`src/rtl/irrx_pkg.sv`:
```
package irrx_pkg;

   typedef enum logic {
      RX_IDLE   = 1'b0,
      RX_ACTIVE = 1'b1
   } rx_state_e;

   // level 1 = pulse; byte flag bit is set for space
   function automatic logic [7:0] pack_run(input logic lvl, input logic [6:0] len_m1);
      return {~lvl, len_m1};
   endfunction

endpackage

```
`src/rtl/irrx_tickgen.sv`:
```
module irrx_tickgen #(
   parameter int PRESCALE = 16,
   parameter int DIV_SLOW = 15,
   parameter int DIV_FAST = 3
) (
   input  logic clk,
   input  logic rst_n,
   input  logic fast_en,
   output logic tick
);
   localparam int DIV_MAX = (DIV_SLOW > DIV_FAST) ? DIV_SLOW : DIV_FAST;
   localparam int TW      = $clog2(PRESCALE * DIV_MAX + 1);

   logic [TW-1:0] cnt;
   logic [TW-1:0] reload;

   assign reload = fast_en ? TW'(PRESCALE * DIV_FAST - 1) : TW'(PRESCALE * DIV_SLOW - 1);

   always_ff @(posedge clk or negedge rst_n) begin
      if (!rst_n) begin
         cnt  <= TW'(PRESCALE * DIV_SLOW - 1);
         tick <= 1'b0;
      end else begin
         tick <= (cnt == '0);
         cnt  <= (cnt == '0) ? reload : cnt - 1'b1;
      end
   end
endmodule

```
`src/rtl/irrx_sync.sv`:
```
module irrx_sync #(
   parameter int STAGES = 2
) (
   input  logic clk,
   input  logic rst_n,
   input  logic ir_in,
   input  logic invert_en,
   output logic lvl
);
   logic [STAGES-1:0] chain;

   generate
      for (genvar i = 0; i < STAGES; i++) begin : g_stage
         if (i == 0) begin : g_first
            always_ff @(posedge clk or negedge rst_n) begin
               if (!rst_n) chain[0] <= 1'b0;
               else        chain[0] <= ir_in ^ invert_en;
            end
         end else begin : g_next
            always_ff @(posedge clk or negedge rst_n) begin
               if (!rst_n) chain[i] <= 1'b0;
               else        chain[i] <= chain[i-1];
            end
         end
      end
   endgenerate

   assign lvl = chain[STAGES-1];
endmodule

```
`src/rtl/irrx_rle_enc.sv`:
```
module irrx_rle_enc
   import irrx_pkg::*;
#(
   parameter int LEN_W = 7
) (
   input  logic             clk,
   input  logic             rst_n,
   input  logic             tick,
   input  logic             lvl,
   input  logic             rx_disable,
   output logic             push,
   output logic [LEN_W:0]   byte_out
);
   localparam logic [LEN_W-1:0] RUN_LAST = '1;

   rx_state_e        state;
   logic             cur_lvl;
   logic [LEN_W-1:0] run_cnt;

   always_ff @(posedge clk or negedge rst_n) begin
      if (!rst_n) begin
         state    <= RX_IDLE;
         cur_lvl  <= 1'b0;
         run_cnt  <= '0;
         push     <= 1'b0;
         byte_out <= '0;
      end else begin
         push <= 1'b0;
         if (rx_disable) begin
            state   <= RX_IDLE;
            run_cnt <= '0;
         end else if (tick) begin
            case (state)
               RX_IDLE: begin
                  if (lvl) begin
                     state   <= RX_ACTIVE;
                     cur_lvl <= 1'b1;
                     run_cnt <= '0;
                  end
               end
               RX_ACTIVE: begin
                  if (lvl != cur_lvl) begin
                     push     <= 1'b1;
                     byte_out <= {~cur_lvl, run_cnt};
                     cur_lvl  <= lvl;
                     run_cnt  <= '0;
                  end else if (run_cnt == RUN_LAST) begin
                     push     <= 1'b1;
                     byte_out <= {~cur_lvl, run_cnt};
                     run_cnt  <= '0;
                  end else begin
                     run_cnt <= run_cnt + 1'b1;
                  end
               end
               default: state <= RX_IDLE;
            endcase
         end
      end
   end
endmodule

```
`src/rtl/irrx_fifo.sv`:
```
module irrx_fifo #(
   parameter int DEPTH = 16,
   parameter int DW    = 8
) (
   input  logic                       clk,
   input  logic                       rst_n,
   input  logic                       push,
   input  logic [DW-1:0]              wdata,
   input  logic                       pop,
   output logic [DW-1:0]              rdata,
   output logic [$clog2(DEPTH+1)-1:0] level,
   output logic                       empty,
   output logic                       ovf
);
   localparam int AW = $clog2(DEPTH);

   logic [DW-1:0] mem [DEPTH];
   logic [AW:0]   wr_ptr, rd_ptr;
   logic          full;
   logic          do_wr, do_rd;

   assign level = wr_ptr - rd_ptr;
   assign empty = (wr_ptr == rd_ptr);
   assign full  = (wr_ptr[AW] != rd_ptr[AW]) && (wr_ptr[AW-1:0] == rd_ptr[AW-1:0]);
   assign do_wr = push && !full;
   assign do_rd = pop && !empty;
   assign ovf   = push && full;
   assign rdata = mem[rd_ptr[AW-1:0]];

   always_ff @(posedge clk) begin
      if (do_wr) mem[wr_ptr[AW-1:0]] <= wdata;
   end

   always_ff @(posedge clk or negedge rst_n) begin
      if (!rst_n) begin
         wr_ptr <= '0;
         rd_ptr <= '0;
      end else begin
         if (do_wr) wr_ptr <= wr_ptr + 1'b1;
         if (do_rd) rd_ptr <= rd_ptr + 1'b1;
      end
   end
endmodule

```
`src/rtl/irrx_carrier.sv`:
```
module irrx_carrier #(
   parameter int CNT_W = 16
) (
   input  logic             clk,
   input  logic             rst_n,
   input  logic             lvl,
   input  logic             cnt_en,
   input  logic             cnt_clr,
   output logic [CNT_W-1:0] count,
   output logic             valid
);
   logic prev;
   logic rise;

   assign rise  = lvl && !prev;
   assign valid = (count != '0) && (count != '1);

   always_ff @(posedge clk or negedge rst_n) begin
      if (!rst_n) begin
         prev  <= 1'b0;
         count <= '0;
      end else begin
         prev <= lvl;
         if (cnt_clr)
            count <= '0;
         else if (cnt_en && rise && (count != '1))
            count <= count + 1'b1;
      end
   end
endmodule

```
`src/rtl/irrx_rle_top.sv`:
```
module irrx_rle_top #(
   parameter int PRESCALE    = 16,
   parameter int DIV_SLOW    = 15,
   parameter int DIV_FAST    = 3,
   parameter int MAX_RUN     = 128,
   parameter int FIFO_DEPTH  = 16,
   parameter int RX_THRESH   = 8,
   parameter int SYNC_STAGES = 2,
   parameter int CNT_W       = 16,
   localparam int LEN_W      = $clog2(MAX_RUN),
   localparam int BYTE_W     = LEN_W + 1
) (
   input  logic              clk,
   input  logic              rst_n,
   input  logic              ir_in,
   input  logic              invert_en,
   input  logic              fast_en,
   input  logic              rx_disable,
   input  logic              rd_en,
   output logic [BYTE_W-1:0] rd_data,
   input  logic              status_rd,
   output logic [1:0]        rx_status,
   input  logic              rx_irq_en,
   input  logic              err_irq_en,
   output logic              irq,
   input  logic              cnt_en,
   input  logic              cnt_clr,
   output logic [CNT_W-1:0]  carrier_count,
   output logic              carrier_valid
);
   localparam int LVL_W = $clog2(FIFO_DEPTH + 1);

   generate
      if ((1 << LEN_W) != MAX_RUN) begin : g_chk_run
         $error("MAX_RUN must be a power of two");
      end
      if ((1 << $clog2(FIFO_DEPTH)) != FIFO_DEPTH || FIFO_DEPTH < 2) begin : g_chk_depth
         $error("FIFO_DEPTH must be a power of two of at least 2");
      end
      if (RX_THRESH < 1 || RX_THRESH > FIFO_DEPTH) begin : g_chk_thresh
         $error("RX_THRESH out of range");
      end
      if (PRESCALE < 1 || DIV_FAST < 1 || DIV_SLOW < 1) begin : g_chk_div
         $error("tick divisors must be positive");
      end
      if (SYNC_STAGES < 1) begin : g_chk_sync
         $error("SYNC_STAGES must be positive");
      end
   endgenerate

   logic              tick;
   logic              lvl;
   logic              fifo_push;
   logic [BYTE_W-1:0] enc_byte;
   logic [LVL_W-1:0]  fifo_level;
   logic              fifo_empty;
   logic              fifo_ovf;
   logic              overrun;

   irrx_tickgen #(.PRESCALE(PRESCALE), .DIV_SLOW(DIV_SLOW), .DIV_FAST(DIV_FAST)) u_tick (
      .clk(clk), .rst_n(rst_n), .fast_en(fast_en), .tick(tick));

   irrx_sync #(.STAGES(SYNC_STAGES)) u_sync (
      .clk(clk), .rst_n(rst_n), .ir_in(ir_in), .invert_en(invert_en), .lvl(lvl));

   irrx_rle_enc #(.LEN_W(LEN_W)) u_enc (
      .clk(clk), .rst_n(rst_n), .tick(tick), .lvl(lvl), .rx_disable(rx_disable),
      .push(fifo_push), .byte_out(enc_byte));

   irrx_fifo #(.DEPTH(FIFO_DEPTH), .DW(BYTE_W)) u_fifo (
      .clk(clk), .rst_n(rst_n), .push(fifo_push), .wdata(enc_byte), .pop(rd_en),
      .rdata(rd_data), .level(fifo_level), .empty(fifo_empty), .ovf(fifo_ovf));

   irrx_carrier #(.CNT_W(CNT_W)) u_car (
      .clk(clk), .rst_n(rst_n), .lvl(lvl), .cnt_en(cnt_en), .cnt_clr(cnt_clr),
      .count(carrier_count), .valid(carrier_valid));

   always_ff @(posedge clk or negedge rst_n) begin
      if (!rst_n)         overrun <= 1'b0;
      else if (fifo_ovf)  overrun <= 1'b1;
      else if (status_rd) overrun <= 1'b0;
   end

   assign rx_status = {overrun, !fifo_empty};
   assign irq = (rx_irq_en && (fifo_level >= LVL_W'(RX_THRESH))) || (err_irq_en && overrun);

endmodule

```
`config.mk`:
```
export PLATFORM = sky130hd
export DESIGN_NAME = irrx_rle_top
export DESIGN_NICKNAME = d
export VERILOG_FILES = /design/src/rtl/irrx_pkg.sv /design/src/rtl/irrx_tickgen.sv /design/src/rtl/irrx_sync.sv /design/src/rtl/irrx_rle_enc.sv /design/src/rtl/irrx_fifo.sv /design/src/rtl/irrx_carrier.sv /design/src/rtl/irrx_rle_top.sv
export SDC_FILE = /design/constraint.sdc
export NUM_CORES = 1
export LEC_CHECK = 0
export BUFFER_PORTS_ARGS = -buffer_cell sky130_fd_sc_hd__buf_4
export CAP_MARGIN = 20
export CELL_PAD_IN_SITES_DETAIL_PLACEMENT = 0
export CELL_PAD_IN_SITES_GLOBAL_PLACEMENT = 2
export CORE_AREA = 5 5 129 143
export DETAILED_ROUTE_END_ITERATION = 8
export DIE_AREA = 0 0 134 148
export GPL_TIMING_DRIVEN = 1
export PLACE_DENSITY_LB_ADDON = 0.1
export RECOVER_POWER = 25
export SETUP_SLACK_MARGIN = 0.4
export SKIP_LAST_GASP = 1
export SLEW_MARGIN = 20
export SYNTH_ARGS = -nofsm -noshare
export SYNTH_HDL_FRONTEND = slang
export SYNTH_SLANG_ARGS = --single-unit
```
`constraint.sdc`:
```
create_clock -name clk -period 9.3 [get_ports clk]
set_input_delay 1.86 -clock clk [delete_from_list [all_inputs] [get_ports clk]]
set_output_delay 1.86 -clock clk [all_outputs]
set_load 0.1 [all_outputs]
```
==> out/results.ini, run 1 <==
[final_layout]
antenna_cells=0
finalNetCount=588
fin_area_sq_um=9045
fin_util_pct=53.75
syn_to_final_growth_pct=14.73
layout-drive-gt1-share_pct=22.82
n_fill_cell=1341

[clocking]
htreeDepth=4
cts.repair.resized=0
ctsHoldBuffers=0
cts_buffers=17
clockBufferDepth=2
clk_latency_ps=420
post_cts_buffers=0
cts_root_buf=clkbuf_16
cts_sinks=185
cts_tree=yes
path_clk_slew_ps=70

[logic_synthesis]
synth_nets=542
yosysWarnings=0
synth-edff-count=128
avgSynthCellArea_sq_um=15.31
synth-async-reset-ratio_pct=30.81
synth_ff_type=edfxtp_1
ys_seq_area_share_pct=66.96
syn_area_sq_um=7884
synth.most_common_cell=edfxtp_1
syn_inst=515
ys_types=52
ys_ff_latch=185
synth_top_area_share_pct=48.75
ys_top_cells_by_count=128 x edfxtp_1, 52 x nand2_1, 50 x dfrtp_1, 32 x mux4_2, 30 x nor2_1
synth_top_area_cell=edfxtp_1
yosys-top-cells-area=edfxtp_1 49%, dfrtp_1 16%, mux4_2 9.1%

[route]
drc=0
viasPerCell=5.552
drt-initial-drc-count=331
dr.pass1.iters=4
vias=4342
wl_per_cell_um=20.94
routed_wl_um=16370
ant_nets=0

[sta]
setup_viol=0
slew_headroom_pct=47.97
worst_pin_slew_ps=777.1
drv_slew=0
rsz0062_at_grt=false
fin_tns_setup_ps=0
fin_skew_ps=6.739
max_freq_mhz=202.2
hold_viol_final=0
min_period_ps=4945
fin_crit_sh_pct=53.17

[min_path]
min_path_type=flop to flop

[global_route]
antenna_found_initial=0
grt_max_degree=58
grt_overflow=0
grt_pass1_wl_um=26500
grt_usage_pct=17.88
grt_pass1_vias=4652

[floorplanning]
core_area_sq_um=16830
die_area_sq_um=19830
die_w_um=134
io_pins=40
die_h_um=148
start_util_pct=46.85
row_count=50

[place]
port_buffers=39
routabilityCongestion=0.7846
hpwl_um=10890
postPlaceCellArea_sq_um=8392

[setup_path]
worstSetupEndpointType=output pin
crit_path_max_incr_delay_ps=770
critPathTopFamily=flip-flops
required_ps=7440
setup.worst_path.class=flop to output pin
cp-start-kind=flop
worstPathMaxFanout=28
ff2ff_setup_slack_ps=5570
crit_slowest_cell=dfrtp_2
critPathBufInv=2
path_cells=clkinv_1, ha_1, a21o_1, a21oi_1, xor2_1, a221o_1, buf_4
worstPathArrival_ps=3080

[power]
leakage_nw=3.228
ir_drop_mv=0.1218
power_density_nw_per_um2=251.1
p_total_mw=2.271

[status]
outcome=completed

[flow_run]
maxCapViolations=0

[power breakdown]
| part | total [mW] | switching (mW) | internal, mW |
|---|---|---|---|
| clock | 0.786 | 0.295 | 0.491 |
| combinational | 0.553 | 0.397 | 0.156 |
| sequential | 0.932 | 0.0403 | 0.892 |
| total | 2.27 | 0.732 | 1.54 |
[cells by family after synthesis]
| family | count (synthesis) | share of synthesized area (%) |
|---|---|---|
| mux | 41 | 10.40 |
| fa+ha+maj | 15 | 2.476 |
| flops | 185 | 66.96 |
| simple gates | 173 | 11.81 |
| buf+inv | 32 | 1.857 |
| compound gates | 37 | 2.952 |
| xor+xnor | 32 | 3.555 |
[metal layers]
layer  vias up  track usage (%)  part of all wire, %
li1       2027                -                    -
met1      2219            22.86                   42
met3        14            3.778                  3.4
met4         0            5.195                  1.2
met2        82            30.89                   53
met5         -                0                    0
[cell type report]
| class | instances | area (sq um) | area share [%] |
|---|---|---|---|
| Clock buffer | 20 | 456.7 | 5.049 |
| Clock inverter | 12 | 195.2 | 2.158 |
| Inverter | 16 | 60.06 | 0.6640 |
| Multi-Input combinational cell | 298 | 2469 | 27.29 |
| Sequential cell | 185 | 5281 | 58.39 |
| Tap cell | 208 | 260.3 | 2.877 |
| Timing Repair Buffer | 43 | 322.8 | 3.569 |
[per-stage QoR]
step / setup slack, ps / hold WS (ps) / std cells
after CTS: 3795 / 368.7 / 782
after global routing: 4150 / 367.0 / 782
final: 4355 / 361.9 / 782
after detailed placement: 4263 / 343.3 / 750
after floorplan: 4491 / 331.2 / 515
after global placement: 4332 / 335.0 / 750
[path summary, 6_finish.rpt]
path,start,to,cells past startpoint
max in group asynchronous,rst_n,u_fifo.rd_ptr[0]$_DFFE_PN0P_,1
min in group asynchronous,rst_n,u_car.count[11]$_DFFE_PN0P_,1
min,u_sync.chain[0]$_DFF_PN0_,u_sync.lvl$_DFF_PN0_,0
min reg2reg,u_sync.chain[0]$_DFF_PN0_,u_sync.lvl$_DFF_PN0_,0
max reg2reg,u_fifo.rd_ptr[2]$_DFFE_PN0P_,u_fifo.mem[2][7]$_DFFE_PP_,7
max,u_fifo.rd_ptr[2]$_DFFE_PN0P_,irq,7
[registers in the layout, summed over array words and instances, names as in the netlist]
signal	cells
u_tick.tick	1
u_enc.run_cnt	7
u_fifo.wr_ptr	5
u_fifo.mem	128
u_sync.lvl	1
u_enc.state	1
u_car.prev	1
u_enc.push	1
u_car.count	16
u_enc.cur_lvl	1
u_fifo.rd_ptr	5
u_sync.chain	1
u_tick.cnt	8
u_enc.byte_out	8
overrun	1
[placed cells by master (no fill, tap or decap), types with 4 or more instances in the layout]
| cell | instances |
|---|---|
| edfxtp_1 | 128 |
| nand2_1 | 52 |
| dfrtp_1 | 48 |
| buf_4 | 43 |
| mux4_2 | 32 |
| nor2_1 | 30 |
| xnor2_1 | 21 |
| clkbuf_16 | 17 |
| and3_1 | 15 |
| inv_1 | 14 |
| ha_1 | 14 |
| o21ai_0 | 12 |
| nand3_1 | 11 |
| xor2_1 | 11 |
| and2_1 | 10 |
| a31oi_1 | 9 |
| nand4_1 | 9 |
| nor4_1 | 7 |
| a21oi_1 | 7 |
| mux2_2 | 7 |
| nor3_1 | 6 |
| dfstp_2 | 6 |
| nor2b_1 | 5 |
| nor3b_1 | 5 |
| bufinv_16 | 5 |
| nand2b_1 | 4 |
| nor4b_1 | 4 |
Note: power is estimated with default switching activity, not from simulation.
==> run 2: changes to the inputs <==
- ABC_AREA: not set -> 1
- CORE_AREA: 5 5 129 143 -> 5 5 143 158
- DIE_AREA: 0 0 134 148 -> 0 0 148 163
- clock period: 9.3 -> 5 ns (I/O delays scaled with it)
==> out/results.ini, run 2 <==
[route]
viasPerCell=5.165  ; -7.0%
wl_per_cell_um=18.13  ; -13%
vias=5650  ; +30%
dr.pass1.iters=4  ; unchanged
drc=0  ; unchanged
routed_wl_um=19830  ; +21%
ant_nets=0  ; unchanged
drt-initial-drc-count=288  ; -13%

[setup_path]
ff2ff_path_depth=9  ; +2
worstSetupEndpointType=output pin
setup.worst_path.class=flop to output pin
r2r_start=u_fifo.rd_ptr[1]$_DFFE_PN0P_
worstPathMaxFanout=26  ; -7.1%
required_ps=4000  ; -3440 ps
crit_start=u_fifo.rd_ptr[1]$_DFFE_PN0P_
endpoint=irq
worstPathArrival_ps=2920  ; -160 ps
cp-start-kind=flop
ff2ff_setup_slack_ps=1520  ; -4050 ps
reg2reg_to=u_fifo.mem[6][6]$_DFFE_PP_

[logic_synthesis]
synth_ff_type=edfxtp_1
syn_area_sq_um=8148  ; +3.3%
ys_types=34  ; -35%
synth-edff-count=128  ; unchanged
synth_top_area_cell=edfxtp_1
yosysWarnings=0  ; unchanged
synth_top_area_share_pct=47.17  ; -1.6 points
synth_nets=811  ; +50%
synth-async-reset-ratio_pct=30.81  ; unchanged
yosys-top-cells-area=edfxtp_1 47%, dfrtp_1 15%, nand2_1 6.9%
ys_top_cells_by_count=149 x nand2_1, 139 x nor2_1, 128 x edfxtp_1, 84 x o21ai_0, 53 x inv_1
avgSynthCellArea_sq_um=10.39  ; -32%
synth.most_common_cell=nand2_1
ys_ff_latch=185  ; unchanged
syn_inst=784  ; +52%
ys_seq_area_share_pct=64.79  ; -2.2 points

[clocking]
clk_latency_ps=420  ; about the same
htreeDepth=4  ; unchanged
cts.repair.resized=0  ; unchanged
clockBufferDepth=2  ; unchanged
cts_root_buf=clkbuf_16
post_cts_buffers=0  ; unchanged
ctsHoldBuffers=0  ; unchanged
cts_buffers=17  ; unchanged
cts_sinks=185  ; unchanged
cts_tree=yes
path_clk_slew_ps=70  ; about the same

[place]
port_buffers=39  ; unchanged
dp.cells=1062  ; +42%
hpwl_um=13420  ; +23%
routabilityCongestion=0.8430  ; +7.4%

[final_layout]
layout.cells.non_filler=1094  ; +40%
mostFrequentLayoutCell=nand2_1
antenna_cells=0  ; unchanged
final_cell_mix=149 x nand2_1, 139 x nor2_1, 128 x edfxtp_1, 84 x o21ai_0, 53 x inv_1
seq_area_sq_um=5280  ; about the same
layout-drive-gt1-share_pct=10.68  ; -12 points
multi_input_area_sq_um=2535  ; +2.7%
finalNetCount=847  ; +44%
n_fill_cell=2028  ; +51%
largest_reg_flops=128  ; unchanged
syn_to_final_growth_pct=13.59

[global_route]
grt_usage_pct=17.20  ; -0.68 points
grt_pass1_wl_um=32220  ; +22%
grt_overflow=0  ; unchanged
antenna_found_initial=0  ; unchanged
grt_max_degree=58  ; unchanged
grt_pass1_vias=5908  ; +27%

[power]
leakage_nw=3.349  ; +3.7%
ir_drop_mv=0.2184  ; +79%
p_total_mw=4.545  ; +100%
power_density_nw_per_um2=491.1  ; +96%

[sta]
drv_slew=58  ; +58
slew_headroom_pct=-110.2  ; -160 points
fin_tns_setup_ps=0  ; unchanged
min_period_ps=3922
max_freq_mhz=255.0
rsz0062_at_grt=false
setup_viol=0  ; unchanged
fin_crit_sh_pct=78.44
worst_pin_slew_ps=3153  ; +2376 ps
hold_viol_final=0  ; unchanged
fin_skew_ps=9.356  ; +2.617 ps

[floorplanning]
row_count=56  ; +12%
die_w_um=148  ; +10%
start_util_pct=38.89  ; -8.0 points
core_area_sq_um=20950  ; +24%
die_area_sq_um=24120  ; +22%
io_pins=40  ; unchanged
die_h_um=163  ; +10%

[flow_run]
maxCapViolations=1  ; +1

[status]
failed_checks=max-capacitance violations, max-slew violations
outcome=finished with violations

[min_path]
min_path_type=flop to flop

[run 2: cell count changes after synthesis, moves of 10 or more]
| cell | before | now |
|---|---|---|
| nor2_1 | 30 | 139 |
| nand2_1 | 52 | 149 |
| o21ai_0 | 12 | 84 |
| inv_1 | 14 | 53 |
| mux4_2 | 32 | 0 |
| nand3_1 | 11 | 33 |
| o22ai_1 | 0 | 18 |
| o211ai_1 | 0 | 17 |
| xnor2_1 | 21 | 4 |
| and3_1 | 15 | 0 |
| and2_1 | 10 | 0 |
| clkbuf_1 | 5 | 15 |
[run 2: logic make-up (layout without fill, tap and decap cells)]
logic type | Yosys count | after routing | synth area share [%]
xor gates and xnor gates | 19 | 19 | 2.042
and+or+nand+nor | 349 | 349 | 17.51
buffers and inverters | 83 | 132 | 4.100
AOI/OAI and AO/OA | 133 | 133 | 9.168
adders and majority gates | 15 | 15 | 2.396
DFF | 185 | 185 | 64.79
[run 2: worst min-delay path by stage]
| stage | from | end | slack, ps | cells past startpoint |
|---|---|---|---|---|
| 6_report | u_sync.chain[0]$_DFF_PN0_ | u_sync.lvl$_DFF_PN0_ | 350 | 0 |
| 5_1_grt | u_sync.chain[0]$_DFF_PN0_ | u_sync.lvl$_DFF_PN0_ | 370 | 0 |
| 4_1_cts | u_sync.chain[0]$_DFF_PN0_ | u_sync.lvl$_DFF_PN0_ | 360 | 0 |
| 3_5_place_dp | u_sync.chain[0]$_DFF_PN0_ | u_sync.lvl$_DFF_PN0_ | 340 | 0 |
| 3_3_place_gp | u_sync.chain[0]$_DFF_PN0_ | u_sync.lvl$_DFF_PN0_ | 340 | 0 |
| 2_1_floorplan | u_sync.chain[0]$_DFF_PN0_ | u_sync.lvl$_DFF_PN0_ | 330 | 0 |
[run 2: power by group]
| group | switching [mW] | internal [mW] |
|---|---|---|
| combinational | 1.13 | 0.339 |
| sequential | 0.101 | 1.65 |
| clock | 0.621 | 0.708 |
| total | 1.85 | 2.69 |
[run 2: worst max-delay path, cell delays in order, from the launching register on]
cell and delay, ps:
dfrtp_1 860, inv_1 500, ha_1 440, nand3b_1 110
nand3_1 90, nand4_1 100, nand2_1 50, nand2_1 50
buf_4 280
[run 2: stage by stage]
| stage | hold slack (ps) | cell area (sq um) | setup WS, ps | util, % |
|---|---|---|---|---|
| floorplan | 331.2 | 8148 | 1228 | - |
| global placement | 339.0 | 8680 | 1522 | 41.43 |
| detailed placement | 340.2 | 8680 | 1455 | 41.43 |
| CTS | 356.4 | 9263 | 1016 | 44.21 |
| global route | 368.7 | 9255 | 518.6 | 44.18 |
| finish | 352.8 | 9255 | 1078 | 44.18 |
[run 2: cell type report]
type,instances,area share (%)
repair buffers,43,3.407
inverters,57,2.325
well taps,261,3.528
clock inverters,15,1.703
multi-input cells,516,27.39
flip-flops and latches,185,57.05
clock buffers,17,4.596
[run 2: per-layer routing]
metal / GRT usage, % / routed length, um / vias to the layer above
li1: - / - / 2759
met1: 21.87 / 8796 / 2744
met2: 30.01 / 9988 / 122
met3: 2.867 / 705 / 25
met4: 5.628 / 338 / 0
met5: 0 / 0 / -
==> run 3: changes to the inputs <==
- ABC_AREA: 1 -> 0
- CORE_AREA: 5 5 143 158 -> 5 5 133 147
- DIE_AREA: 0 0 148 163 -> 0 0 138 152
- clock period: 5 -> 3.9 ns (I/O delays scaled with it)
==> out/results.ini, run 3 (synthesis gave the netlist of run 1 again) <==
[status]
outcome=completed

[clocking]
htreeDepth=4  ; unchanged
cts_tree=yes
cts_sinks=185  ; unchanged
path_clk_slew_ps=70  ; about the same
clockBufferDepth=2  ; unchanged
clk_latency_ps=430  ; about the same
cts_root_buf=clkbuf_16
cts_buffers=17  ; unchanged

[route]
drc=0  ; unchanged
wl_per_cell_um=20.49  ; +13%
routed_wl_um=17010  ; -14%
drt-initial-drc-count=277  ; -3.8%
ant_nets=0  ; unchanged
vias=4455  ; -21%
viasPerCell=5.367  ; +3.9%
dr.pass1.iters=4  ; unchanged

[final_layout]
fin_util_pct=50.66  ; +6.5 points
multi_input_area_sq_um=2509  ; -1.0%
mostFrequentLayoutCell=edfxtp_1
layout.cells.non_filler=830  ; -24%
fin_area_sq_um=9163  ; -1.0%
final_cell_mix=128 x edfxtp_1, 52 x nand2_1, 52 x buf_4, 48 x dfrtp_1, 32 x mux4_2
finalNetCount=601  ; -29%
syn_to_final_growth_pct=16.22
antenna_cells=0  ; unchanged
seq_area_sq_um=5284  ; about the same
layout-drive-gt1-share_pct=25.89  ; +15 points
n_fill_cell=1610  ; -21%
largest_reg_flops=128  ; unchanged

[setup_path]
worstSetupEndpointType=output pin
crit_slowest_cell=dfrtp_4
setup.worst_path.class=flop to output pin
ff2ff_path_depth=7  ; -2
critPathTopFamily=buffers and inverters
cp.depth=7  ; -1
critPathBufInv=3  ; +1
path_cells=buf_12, buf_4, mux4_2, nand2_1, and3_1, a31oi_2, buf_4
crit_path_max_incr_delay_ps=500  ; -360 ps
cp_common_cell=buf_4
worstPathArrival_ps=2490  ; -430 ps
worstPathMaxFanout=11  ; -58%
ff2ff_setup_slack_ps=820  ; -700 ps
cp-start-kind=flop
required_ps=3120  ; -880 ps

[floorplanning]
die_w_um=138  ; -6.8%
start_util_pct=43.59  ; +4.7 points
row_count=52  ; -7.1%
io_pins=40  ; unchanged
die_h_um=152  ; -6.7%
core_area_sq_um=18090  ; -14%
die_area_sq_um=20980  ; -13%

[place]
dp.cells=789  ; -26%
port_buffers=39  ; unchanged
hpwl_um=11350  ; -15%
routabilityCongestion=0.7619  ; -9.6%
dp_slack_ps=602.2  ; -853.0 ps
postPlaceCellArea_sq_um=8506  ; -2.0%

[global_route]
grt_pass1_vias=4637  ; -22%
grt_max_degree=58  ; unchanged
use_met2_pct=28.49  ; -1.5 points
grt-busiest-layer=met2
global_route.usage.met1_pct=21.54  ; -0.33 points
antenna_found_initial=0  ; unchanged
grt_usage_pct=16.77  ; -0.43 points
grt_overflow=0  ; unchanged
grt_pass1_wl_um=26610  ; -17%
grt_util_met3_pct=3.867  ; +1.0 points

[sta]
worst_pin_slew_ps=1490  ; -1663 ps
fin_skew_ps=8.866  ; -0.4903 ps
max_freq_mhz=305.4
fin_ws_ps=626.0  ; -452.1 ps
slew_headroom_pct=0.6846  ; +110 points
rsz0062_at_grt=false
fin_crit_sh_pct=83.95
setup_viol=0  ; unchanged
drv_slew=0  ; -100%
min_period_ps=3274
hold_viol_final=0  ; unchanged
fin_tns_setup_ps=0  ; unchanged

[power]
p_seq_share_pct=40.4  ; +2.0 points
swShare_pct=35.13  ; -5.6 points
power_density_nw_per_um2=590.2  ; +20%
leakage_nw=3.257  ; -2.8%
internal_power_mw=3.508  ; +30%
power_switching_mw=1.900  ; +2.6%
combPwrFrac_pct=28.7  ; -3.6 points
clockPowerShare_pct=31.0  ; +1.7 points
ir_drop_mv=0.3658  ; +68%

[min_path]
holdPathStages=0  ; unchanged
min_path_type=flop to flop

[flow_run]
maxCapViolations=0  ; -1

==> run 3: cell count changes in the layout (fill, tap and decap cells not counted), sizes merged, moves of 9 or more <==
cell | before | now
nand2 | 150 | 52
o21ai | 86 | 12
o22ai | 18 | 0
buf | 40 | 53
nand3 | 33 | 12
xnor2 | 4 | 21
and2 | 0 | 10
and3 | 0 | 16
inv | 63 | 23
a31oi | 0 | 9
nor2 | 141 | 30
mux4 | 0 | 32
o211ai | 17 | 0
==> run 3: area by class of cell <==
cell class	count	area share (%)
multi-input cells	298	27.38
flip-flops and latches	185	57.67
clock inverters	15	1.639
repair buffers	56	4.657
well taps	243	3.318
clock buffers	17	4.643
inverters	16	0.6964
==> run 3: metal layers <==
metal | wire [um] | up-vias
met2 | 8774 | 85
li1 | - | 2062
met1 | 7319 | 2283
met5 | 0 | -
met3 | 592 | 25
met4 | 319 | 0
==> run 3: final timing paths <==
| path | from | to |
|---|---|---|
| setup / recovery | u_fifo.rd_ptr[0]$_DFFE_PN0P_ | rd_data[7] |
| hold / removal | u_sync.chain[0]$_DFF_PN0_ | u_sync.lvl$_DFF_PN0_ |
| setup reg to reg | u_fifo.rd_ptr[3]$_DFFE_PN0P_ | u_fifo.mem[3][7]$_DFFE_PP_ |
| hold reg to reg | u_sync.chain[0]$_DFF_PN0_ | u_sync.lvl$_DFF_PN0_ |
| max in group asynchronous | rst_n | u_fifo.rd_ptr[0]$_DFFE_PN0P_ |
| min in group asynchronous | rst_n | u_car.count[1]$_DFFE_PN0P_ |
==> run 3: power by group through the flow <==
stage,clock (mW),sequential [mW],combinational [mW]
global route,1.80,2.19,1.64
finish,1.67,2.18,1.55
detailed placement,0,2.26,1.45
floorplan,0,2.20,1.14
global placement,0,2.26,1.45
CTS,1.72,2.22,1.45
==> run 3: timing repair <==
action                     4_1_cts  5_1_grt
setup endpoints to repair        3       19
resized for setup                1        2
buffers inserted                 0        9
hold endpoints to repair         0        0
hold buffers                     0        0
==> run 3: through the flow <==
| step | power [mW] | hold slack (ps) |
|---|---|---|
| 2_1_floorplan | 3.337 | 331.2 |
| 3_3_place_gp | 3.704 | 335.1 |
| 3_5_place_dp | 3.708 | 339.4 |
| 4_1_cts | 5.396 | 358.8 |
| 5_1_grt | 5.631 | 379.9 |
| 6_report | 5.408 | 352.9 |
